### src/rtl/tbase_pkg.sv
package tbase_pkg;

   // register offsets on the bus
   localparam int unsigned RATE_OFS = 0;
   localparam int unsigned ENA_OFS  = 1;
   localparam int unsigned FLAG_OFS = 2;

   // width of one packed base-exponent entry in the timer parameter vector
   localparam int unsigned BASE_FLD_W = 8;

   // cycles per tick for a given clock, ladder base exponent and select
   function automatic int unsigned tick_period(input int unsigned clk_hz,
                                               input int unsigned base_log2,
                                               input int unsigned sel);
      return clk_hz >> (base_log2 + sel);
   endfunction

endpackage

### src/rtl/tbase_divider.sv
module tbase_divider
   import tbase_pkg::*;
#(
   parameter int unsigned CLK_HZ    = 27_000_000,
   parameter int unsigned BASE_LOG2 = 3,
   parameter int unsigned SEL_W     = 2
) (
   input  logic             clk,
   input  logic             rst_n,
   input  logic [SEL_W-1:0] sel,
   input  logic             restart,
   output logic             tick
);

   localparam int unsigned N_RATES  = 1 << SEL_W;
   localparam int unsigned LONGEST  = tick_period(CLK_HZ, BASE_LOG2, 0);
   localparam int unsigned SHORTEST = tick_period(CLK_HZ, BASE_LOG2, N_RATES - 1);
   localparam int unsigned CNT_W    = (LONGEST > 2) ? $clog2(LONGEST) : 1;

   initial begin
      if (SHORTEST < 2)
         $error("tbase_divider: fastest rate needs at least two cycles per tick");
   end

   logic [CNT_W-1:0] limit_tbl [N_RATES];
   logic [CNT_W-1:0] limit;
   logic [CNT_W-1:0] cnt_q;
   logic             wrap;

   // one terminal count per selectable rate, computed at elaboration
   generate
      for (genvar r = 0; r < N_RATES; r++) begin : g_lim
         localparam int unsigned PER = tick_period(CLK_HZ, BASE_LOG2, r);
         assign limit_tbl[r] = CNT_W'(PER - 1);
      end
   endgenerate

   assign limit = limit_tbl[sel];
   assign wrap  = (cnt_q >= limit);

   always_ff @(posedge clk) begin
      if (!rst_n)       cnt_q <= '0;
      else if (restart) cnt_q <= '0;
      else if (wrap)    cnt_q <= '0;
      else              cnt_q <= cnt_q + 1'b1;
   end

   assign tick = wrap && !restart;

endmodule

### src/rtl/tbase_flags.sv
module tbase_flags #(
   parameter int unsigned         DATA_W    = 16,
   parameter int unsigned         SRC_N     = 2,
   parameter logic [DATA_W-1:0]   STAT_MASK = 16'h7FFF
) (
   input  logic              clk,
   input  logic              rst_n,
   input  logic              clr_en,
   input  logic [DATA_W-1:0] clr_mask,
   input  logic [SRC_N-1:0]  set_vec,
   input  logic [DATA_W-1:0] en_q,
   output logic [DATA_W-1:0] flag_q,
   output logic              irq
);

   initial begin
      if (SRC_N > DATA_W)
         $error("tbase_flags: more sources than flag bits");
   end

   logic [DATA_W-1:0] clr_bits;
   logic [DATA_W-1:0] set_bits;
   logic [DATA_W-1:0] flag_d;

   assign clr_bits = clr_en ? clr_mask : '0;
   assign set_bits = DATA_W'(set_vec);
   // a new tick beats a clear on the same cycle
   assign flag_d   = ((flag_q & ~clr_bits) | set_bits) & STAT_MASK;

   always_ff @(posedge clk) begin
      if (!rst_n) flag_q <= '0;
      else        flag_q <= flag_d;
   end

   assign irq = |(flag_q & en_q);

endmodule

### src/rtl/tbase_regs.sv
module tbase_regs
   import tbase_pkg::*;
#(
   parameter int unsigned       DATA_W  = 16,
   parameter int unsigned       ADDR_W  = 2,
   parameter int unsigned       NUM_TB  = 2,
   parameter int unsigned       SEL_W   = 2,
   parameter logic [DATA_W-1:0] EN_MASK = 16'h3FFB
) (
   input  logic                     clk,
   input  logic                     rst_n,
   input  logic [ADDR_W-1:0]        bus_addr,
   input  logic [DATA_W-1:0]        bus_wdata,
   input  logic                     bus_we,
   input  logic [DATA_W-1:0]        flag_q,
   output logic [NUM_TB*SEL_W-1:0]  rate_q,
   output logic [DATA_W-1:0]        en_q,
   output logic [NUM_TB-1:0]        restart_vec,
   output logic                     flag_wr,
   output logic [DATA_W-1:0]        bus_rdata
);

   localparam int unsigned RATE_W = NUM_TB * SEL_W;

   initial begin
      if (RATE_W > DATA_W)
         $error("tbase_regs: rate fields do not fit the data width");
   end

   logic rate_hit, ena_hit, flag_hit;

   assign rate_hit = (bus_addr == ADDR_W'(RATE_OFS));
   assign ena_hit  = (bus_addr == ADDR_W'(ENA_OFS));
   assign flag_hit = (bus_addr == ADDR_W'(FLAG_OFS));
   assign flag_wr  = bus_we && flag_hit;

   always_ff @(posedge clk) begin
      if (!rst_n) begin
         rate_q <= '0;
         en_q   <= '0;
      end else if (bus_we) begin
         if (rate_hit) rate_q <= bus_wdata[RATE_W-1:0];
         if (ena_hit)  en_q   <= bus_wdata & EN_MASK;
      end
   end

   // a generator restarts only when its own field takes a new value
   generate
      for (genvar t = 0; t < NUM_TB; t++) begin : g_rst
         assign restart_vec[t] = bus_we && rate_hit &&
            (bus_wdata[t*SEL_W +: SEL_W] != rate_q[t*SEL_W +: SEL_W]);
      end
   endgenerate

   always_comb begin
      bus_rdata = '0;
      if (rate_hit)      bus_rdata = DATA_W'(rate_q);
      else if (ena_hit)  bus_rdata = en_q;
      else if (flag_hit) bus_rdata = flag_q;
   end

endmodule

### src/rtl/dual_timebase_irq.sv
module dual_timebase_irq
   import tbase_pkg::*;
#(
   parameter int unsigned                     CLK_HZ       = 27_000_000,
   parameter int unsigned                     DATA_W       = 16,
   parameter int unsigned                     ADDR_W       = 2,
   parameter int unsigned                     NUM_TB       = 2,
   parameter int unsigned                     SEL_W        = 2,
   parameter logic [NUM_TB*BASE_FLD_W-1:0]    TB_BASE_LOG2 = {8'd7, 8'd3},
   parameter logic [DATA_W-1:0]               STAT_MASK    = 16'h7FFF,
   parameter logic [DATA_W-1:0]               EN_MASK      = 16'h3FFB
) (
   input  logic              clk,
   input  logic              rst_n,
   input  logic [ADDR_W-1:0] bus_addr,
   input  logic [DATA_W-1:0] bus_wdata,
   input  logic              bus_we,
   output logic [DATA_W-1:0] bus_rdata,
   output logic              irq_o
);

   initial begin
      if (ADDR_W < 2)
         $error("dual_timebase_irq: three registers need at least two address bits");
   end

   logic [NUM_TB*SEL_W-1:0] rate_q;
   logic [DATA_W-1:0]       en_q;
   logic [DATA_W-1:0]       flag_q;
   logic [NUM_TB-1:0]       restart_vec;
   logic [NUM_TB-1:0]       tick_vec;
   logic                    flag_wr;

   tbase_regs #(
      .DATA_W (DATA_W),
      .ADDR_W (ADDR_W),
      .NUM_TB (NUM_TB),
      .SEL_W  (SEL_W),
      .EN_MASK(EN_MASK)
   ) u_regs (
      .clk        (clk),
      .rst_n      (rst_n),
      .bus_addr   (bus_addr),
      .bus_wdata  (bus_wdata),
      .bus_we     (bus_we),
      .flag_q     (flag_q),
      .rate_q     (rate_q),
      .en_q       (en_q),
      .restart_vec(restart_vec),
      .flag_wr    (flag_wr),
      .bus_rdata  (bus_rdata)
   );

   generate
      for (genvar t = 0; t < NUM_TB; t++) begin : g_tb
         tbase_divider #(
            .CLK_HZ   (CLK_HZ),
            .BASE_LOG2(int'(TB_BASE_LOG2[t*BASE_FLD_W +: BASE_FLD_W])),
            .SEL_W    (SEL_W)
         ) u_div (
            .clk    (clk),
            .rst_n  (rst_n),
            .sel    (rate_q[t*SEL_W +: SEL_W]),
            .restart(restart_vec[t]),
            .tick   (tick_vec[t])
         );
      end
   endgenerate

   tbase_flags #(
      .DATA_W   (DATA_W),
      .SRC_N    (NUM_TB),
      .STAT_MASK(STAT_MASK)
   ) u_flags (
      .clk     (clk),
      .rst_n   (rst_n),
      .clr_en  (flag_wr),
      .clr_mask(bus_wdata),
      .set_vec (tick_vec),
      .en_q    (en_q),
      .flag_q  (flag_q),
      .irq     (irq_o)
   );

endmodule

### config.mk
export PLATFORM = sky130hd
export DESIGN_NAME = dual_timebase_irq
export DESIGN_NICKNAME = d
export VERILOG_FILES = /design/src/rtl/tbase_pkg.sv /design/src/rtl/tbase_divider.sv /design/src/rtl/tbase_flags.sv /design/src/rtl/tbase_regs.sv /design/src/rtl/dual_timebase_irq.sv
export SDC_FILE = /design/constraint.sdc
export NUM_CORES = 1
export LEC_CHECK = 0
export ABC_AREA = 1
export CAP_MARGIN = 20
export CORE_ASPECT_RATIO = 1.2
export CORE_UTILIZATION = 40
export DETAILED_ROUTE_END_ITERATION = 12
export HOLD_SLACK_MARGIN = 0.02
export PLACE_DENSITY = 0.71
export SYNTH_ARGS = -nofsm -noshare
export SYNTH_HDL_FRONTEND = slang
export SYNTH_SLANG_ARGS = --single-unit
### constraint.sdc
create_clock -name clk -period 1.95 [get_ports clk]
set_input_delay 0.2925 -clock clk [delete_from_list [all_inputs] [get_ports clk]]
set_output_delay 0.2925 -clock clk [all_outputs]
set_load 0.01 [all_outputs]
==> impl_results.html <==
<table>
<tr><th>Metric</th><th>Value</th></tr>
<tr><th colspan="2">GRT</th></tr>
<tr><td>Number of antenna violations at the first check in global routing</td><td>0</td></tr>
<tr><td>GR Overflow Total</td><td>0</td></tr>
<tr><td>Pin count of the biggest net entering global routing</td><td>33</td></tr>
<tr><td>Via count of the first global-routing pass</td><td>4048</td></tr>
<tr><td>Wire length of the first global-routing pass</td><td>17900 um</td></tr>
<tr><td>Total global-route track usage</td><td>19.4%</td></tr>
<tr><th colspan="2">Yosys</th></tr>
<tr><td>Netlist area before placement</td><td>4380 um2</td></tr>
<tr><td>FF+latch count, synth</td><td>72</td></tr>
<tr><td>Cell count after synthesis</td><td>608</td></tr>
<tr><td>Count of warnings emitted by yosys</td><td>0</td></tr>
<tr><td>Sequential share of the synthesized area</td><td>32.9%</td></tr>
<tr><td>Number of enable flip-flop cells after synthesis</td><td>0</td></tr>
<tr><td>Synthesized net count</td><td>671</td></tr>
<tr><td>Cell type with the largest total area after synthesis</td><td>sky130_fd_sc_hd__dfxtp_1</td></tr>
<tr><td>Post-synthesis area per instance</td><td>7.21 um2</td></tr>
<tr><td>Leading post-synthesis cells by cell area</td><td>sky130_fd_sc_hd__dfxtp_1, sky130_fd_sc_hd__ha_1, sky130_fd_sc_hd__nand2_1</td></tr>
<tr><td>Post-synth ARST share</td><td>0%</td></tr>
<tr><td>Count of different cell masters after synthesis</td><td>36</td></tr>
<tr><td>Top FF cell, synth</td><td>sky130_fd_sc_hd__dfxtp_1</td></tr>
<tr><td>Proportion of netlist area held by the largest area contributor</td><td>32.9%</td></tr>
<tr><th colspan="2">Pwr</th></tr>
<tr><td>Leak Pwr</td><td>2.50 nW</td></tr>
<tr><td>Switching part of the total power</td><td>24.5%</td></tr>
<tr><td>P per Cell Area</td><td>649 nW/um2</td></tr>
<tr><td>Relative contribution of combinational cells to total power</td><td>11.1%</td></tr>
<tr><td>Cell internal power dissipation</td><td>2.82 mW</td></tr>
<tr><td>Clock group share of total power</td><td>48.1%</td></tr>
<tr><td>Power dissipated by switching net loads</td><td>0.917 mW</td></tr>
<tr><td>VDD IR max</td><td>372 uV</td></tr>
<tr><td>Sequential cell fraction of total power</td><td>40.8%</td></tr>
<tr><th colspan="2">Timing</th></tr>
<tr><td>Number of setup violations in the final report</td><td>23</td></tr>
<tr><td>Max Clock Freq</td><td>485 MHz</td></tr>
<tr><td>Final period utilization</td><td>106%</td></tr>
<tr><td>Final Hold Fails</td><td>0</td></tr>
<tr><td>Pins over their slew limit</td><td>0</td></tr>
<tr><td>Worst Hold Slack</td><td>396 ps</td></tr>
<tr><td>Unrepaired setup endpoints after global routing</td><td>true</td></tr>
<tr><td>Worst relative slew slack</td><td>63.5%</td></tr>
<tr><td>Setup Skew</td><td>9.36 ps</td></tr>
<tr><td>Final WS setup</td><td>-111 ps</td></tr>
<tr><td>Post-layout min period</td><td>2060 ps</td></tr>
<tr><td>Worst slew pin tran</td><td>547 ps</td></tr>
<tr><th colspan="2">Route</th></tr>
<tr><td>DRC errors left</td><td>0</td></tr>
<tr><td>Count of TritonRoute iterations in the first routing pass</td><td>4</td></tr>
<tr><td>Drt first-iter violations</td><td>131</td></tr>
<tr><td>Final routed wirelength across all metal layers</td><td>10600 um</td></tr>
<tr><td>Via count</td><td>4023</td></tr>
<tr><td>Remaining number of nets flagged by the antenna check after routing</td><td>0</td></tr>
<tr><td>Wirelength per Cell</td><td>13.2 um</td></tr>
<tr><td>Average via count per standard cell</td><td>4.98</td></tr>
<tr><th colspan="2">Critical path</th></tr>
<tr><td>Worst r2r src</td><td>u_regs.rate_q[1]</td></tr>
<tr><td>Data required time at the worst endpoint</td><td>2180 ps</td></tr>
<tr><td>Critical path endpoint category</td><td>flip-flop</td></tr>
<tr><td>CP max FO</td><td>5</td></tr>
<tr><td>CP delay by family, top</td><td>simple AND/OR/NAND/NOR gates</td></tr>
<tr><td>Crit path buf inv count</td><td>3</td></tr>
<tr><td>Crit-path slowest cell</td><td>sky130_fd_sc_hd__dfxtp_4</td></tr>
<tr><td>Origin of the worst setup path</td><td>u_regs.rate_q[1]</td></tr>
<tr><td>Crit Path Category</td><td>flip-flop to flip-flop</td></tr>
<tr><td>R2r worst-path depth</td><td>14</td></tr>
<tr><td>Critical R2R Capture</td><td>g_tb[0].u_div.cnt_q[1]</td></tr>
<tr><td>Data arrival time at the worst-slack endpoint</td><td>2290 ps</td></tr>
<tr><td>Crit start category</td><td>flip-flop</td></tr>
<tr><td>Crit. path cell count</td><td>14</td></tr>
<tr><td>Internal reg-to-reg setup slack</td><td>-110 ps</td></tr>
<tr><td>Cells along the critical path</td><td>inv_6, ha_4, inv_4, ha_4, nand2_4, nor2_4, nand2_1, nor2_1, nand2_1, nand2_1, nor2_1, nand3_2, buf_6, nor2_1</td></tr>
<tr><td>Largest stage delay on the critical path</td><td>380 ps</td></tr>
<tr><th colspan="2">Place</th></tr>
<tr><td>Number of cells after detailed placement</td><td>782</td></tr>
<tr><td>Hpwl dp</td><td>7150 um</td></tr>
<tr><td>Port bufs</td><td>35</td></tr>
<tr><td>Setup slack at placement</td><td>-290 ps</td></tr>
<tr><td>Routability cong.</td><td>0.841</td></tr>
<tr><th colspan="2">Clock tree</th></tr>
<tr><td>Number of clock sinks</td><td>72</td></tr>
<tr><td>Clock tree from TritonCTS</td><td>done</td></tr>
<tr><td>Clock latency of the later-clocked register in the worst-skew pair</td><td>330 ps</td></tr>
<tr><td>CTS Buf Count</td><td>9</td></tr>
<tr><td>Register clock-pin slew on the reported worst setup and hold paths</td><td>60 ps</td></tr>
<tr><td>CTS Buffer Depth</td><td>2</td></tr>
<tr><td>Maximum level of the CTS H-tree</td><td>3</td></tr>
<tr><td>Buffer cell driving the clock tree root</td><td>sky130_fd_sc_hd__clkbuf_16</td></tr>
<tr><th colspan="2">Die</th></tr>
<tr><td>Area of the placeable core</td><td>10600 um2</td></tr>
<tr><td>Vert. Die Dim</td><td>117 um</td></tr>
<tr><td>Floorplan die area</td><td>11400 um2</td></tr>
<tr><td>Initial Utilization</td><td>41.5%</td></tr>
<tr><td>Top Ports</td><td>38</td></tr>
<tr><td>Die X-Extent</td><td>97.6 um</td></tr>
<tr><td>Site row count</td><td>41</td></tr>
<tr><th colspan="2">Hold path</th></tr>
<tr><td>Worst min-delay path category</td><td>input pin to flip-flop</td></tr>
<tr><td>Hold path depth</td><td>4</td></tr>
<tr><td>Startpoint of the most critical hold path</td><td>bus_addr[0]</td></tr>
<tr><td>Worst min-delay path endpoint</td><td>u_regs.rate_q[0]</td></tr>
<tr><th colspan="2">Outcome</th></tr>
<tr><td>Outcome</td><td>finished with violations</td></tr>
<tr><td>Failing checks</td><td>setup timing</td></tr>
<tr><th colspan="2">Layout</th></tr>
<tr><td>Number of nets in the layout</td><td>737</td></tr>
<tr><td>Final Instance Count excl. Fillers</td><td>808</td></tr>
<tr><td>Synth-to-layout area growth</td><td>31.4%</td></tr>
<tr><td>Total inserted antenna cells</td><td>0</td></tr>
<tr><td>Layout cells sized above 1</td><td>21.4%</td></tr>
<tr><th colspan="2">Run</th></tr>
<tr><td>Max-capacitance violation count</td><td>0</td></tr>
</table>
## kinds of logic after synthesis
logic type / count (synthesis) / synth area share (%)
AOI/OAI and AO/OA: 69 / 8.56
other: 1 / 0.0856
adders and majority gates: 42 / 12.0
DFF: 72 / 32.9
xor gates and xnor gates: 34 / 6.79
buffers and inverters: 100 / 9.19
and+or+nand+nor: 290 / 30.5
## worst register-to-register path: stages (launching register included)
cell and delay [ps]:
sky130_fd_sc_hd__dfxtp_4 380, sky130_fd_sc_hd__inv_6 50, sky130_fd_sc_hd__ha_4 300, sky130_fd_sc_hd__inv_4 50, sky130_fd_sc_hd__ha_4 270, sky130_fd_sc_hd__nand2_4 50
sky130_fd_sc_hd__nor2_4 150, sky130_fd_sc_hd__nand2_1 70, sky130_fd_sc_hd__nor2_1 90, sky130_fd_sc_hd__nand2_1 60, sky130_fd_sc_hd__nand2_1 70, sky130_fd_sc_hd__nor2_1 50
sky130_fd_sc_hd__nand3_2 160, sky130_fd_sc_hd__buf_6 170, sky130_fd_sc_hd__nor2_1 40
## metrics by stage
stage	power [mW]	utilization, %	cell area, um2	TNS, ps
after floorplan	1.75	-	4400	0
after global placement	1.88	47.6	5030	-4700
after detailed placement	1.90	47.6	5030	-6930
after CTS	3.77	54.0	5710	-1600
after global routing	3.88	54.5	5760	-4670
final	3.74	54.5	5760	-2280
## Yosys cell counts (all sizes together) (2+ instances only)
master and count:
nand2 140, nor2 97, inv 88, dfxtp 72, ha 42, nand3 36, o21ai 31, a21oi 30
xnor2 19, xor2 15, nand4 8, clkbuf 7, buf 5, nor3 4, nand3b 3, o221ai 3
a221oi 2
## state kept, by name, summed over array words and instances, names as in the netlist
| signal | count |
|---|---|
| u_flags.flag_q | 15 |
| u_regs.en_q | 13 |
| g_tb.u_div.cnt_q | 40 |
| u_regs.rate_q | 4 |
## final cells by class
class                           count  area [um2]
Fill cell                         954        4810
Multi-Input combinational cell    439        2890
Sequential cell                    72        1450
Timing Repair Buffer               63         587
Inverter                           88         340
Clock buffer                        9         225
Tap cell                          129         161
Clock inverter                      7         103
Timing Repair inverter              1        7.51
## worst max path at each step
stage | slack (ps) | end
after CTS | -100 | g_tb[0].u_div.cnt_q[6]
final | -110 | g_tb[0].u_div.cnt_q[1]
after detailed placement | -290 | bus_rdata[3]
after global placement | -280 | bus_rdata[0]
after global routing | -210 | g_tb[0].u_div.cnt_q[2]
after floorplan | 10 | g_tb[1].u_div.cnt_q[16]
## power by group through the flow
| stage | combinational, mW | sequential [mW] | clock (mW) |
|---|---|---|---|
| after floorplan | 0.200 | 1.56 | 0 |
| after global placement | 0.327 | 1.56 | 0 |
| after detailed placement | 0.338 | 1.56 | 0 |
| after CTS | 0.416 | 1.53 | 1.83 |
| after global routing | 0.460 | 1.53 | 1.89 |
| final | 0.413 | 1.53 | 1.80 |
## routing by layer
layer / wire (um) / part of all wire [%] / GRT usage [%]
met5: 0 / 0 / 0
met4: 277 / 2.6 / 8.53
met3: 476 / 4.5 / 5.03
met2: 5450 / 51 / 36.1
met1: 4440 / 42 / 20.9
## cells in the final DEF (no fill, tap or decap), types with 3 or more instances in the layout
master and count:
sky130_fd_sc_hd__dfxtp_1 68, sky130_fd_sc_hd__clkbuf_16 9, sky130_fd_sc_hd__nand2_2 11, sky130_fd_sc_hd__dfxtp_2 3, sky130_fd_sc_hd__o221ai_1 3, sky130_fd_sc_hd__clkdlybuf4s50_1 18, sky130_fd_sc_hd__inv_2 8, sky130_fd_sc_hd__a21oi_2 4
sky130_fd_sc_hd__dlygate4sd2_1 14, sky130_fd_sc_hd__buf_6 5, sky130_fd_sc_hd__ha_4 15, sky130_fd_sc_hd__inv_1 77, sky130_fd_sc_hd__nor2_1 60, sky130_fd_sc_hd__nand4_1 8, sky130_fd_sc_hd__xnor2_1 19, sky130_fd_sc_hd__nand2_1 124
sky130_fd_sc_hd__nand3b_1 3, sky130_fd_sc_hd__nand2_4 5, sky130_fd_sc_hd__a21oi_1 26, sky130_fd_sc_hd__ha_1 26, sky130_fd_sc_hd__buf_4 21, sky130_fd_sc_hd__nor2_4 11, sky130_fd_sc_hd__nand3_2 3, sky130_fd_sc_hd__xor2_1 15
sky130_fd_sc_hd__inv_6 3, sky130_fd_sc_hd__o21ai_0 29, sky130_fd_sc_hd__nand3_4 3, sky130_fd_sc_hd__nor2_2 26, sky130_fd_sc_hd__nand3_1 33
## repair_timing
item	CTS	global route
setup endpoints to repair	56	56
pin swaps	13	20
setup buffers	7	1
gates cloned	4	2
hold buffers	0	0
resized for setup	68	29
No activity file was read; power rests on OpenSTA's default activity.
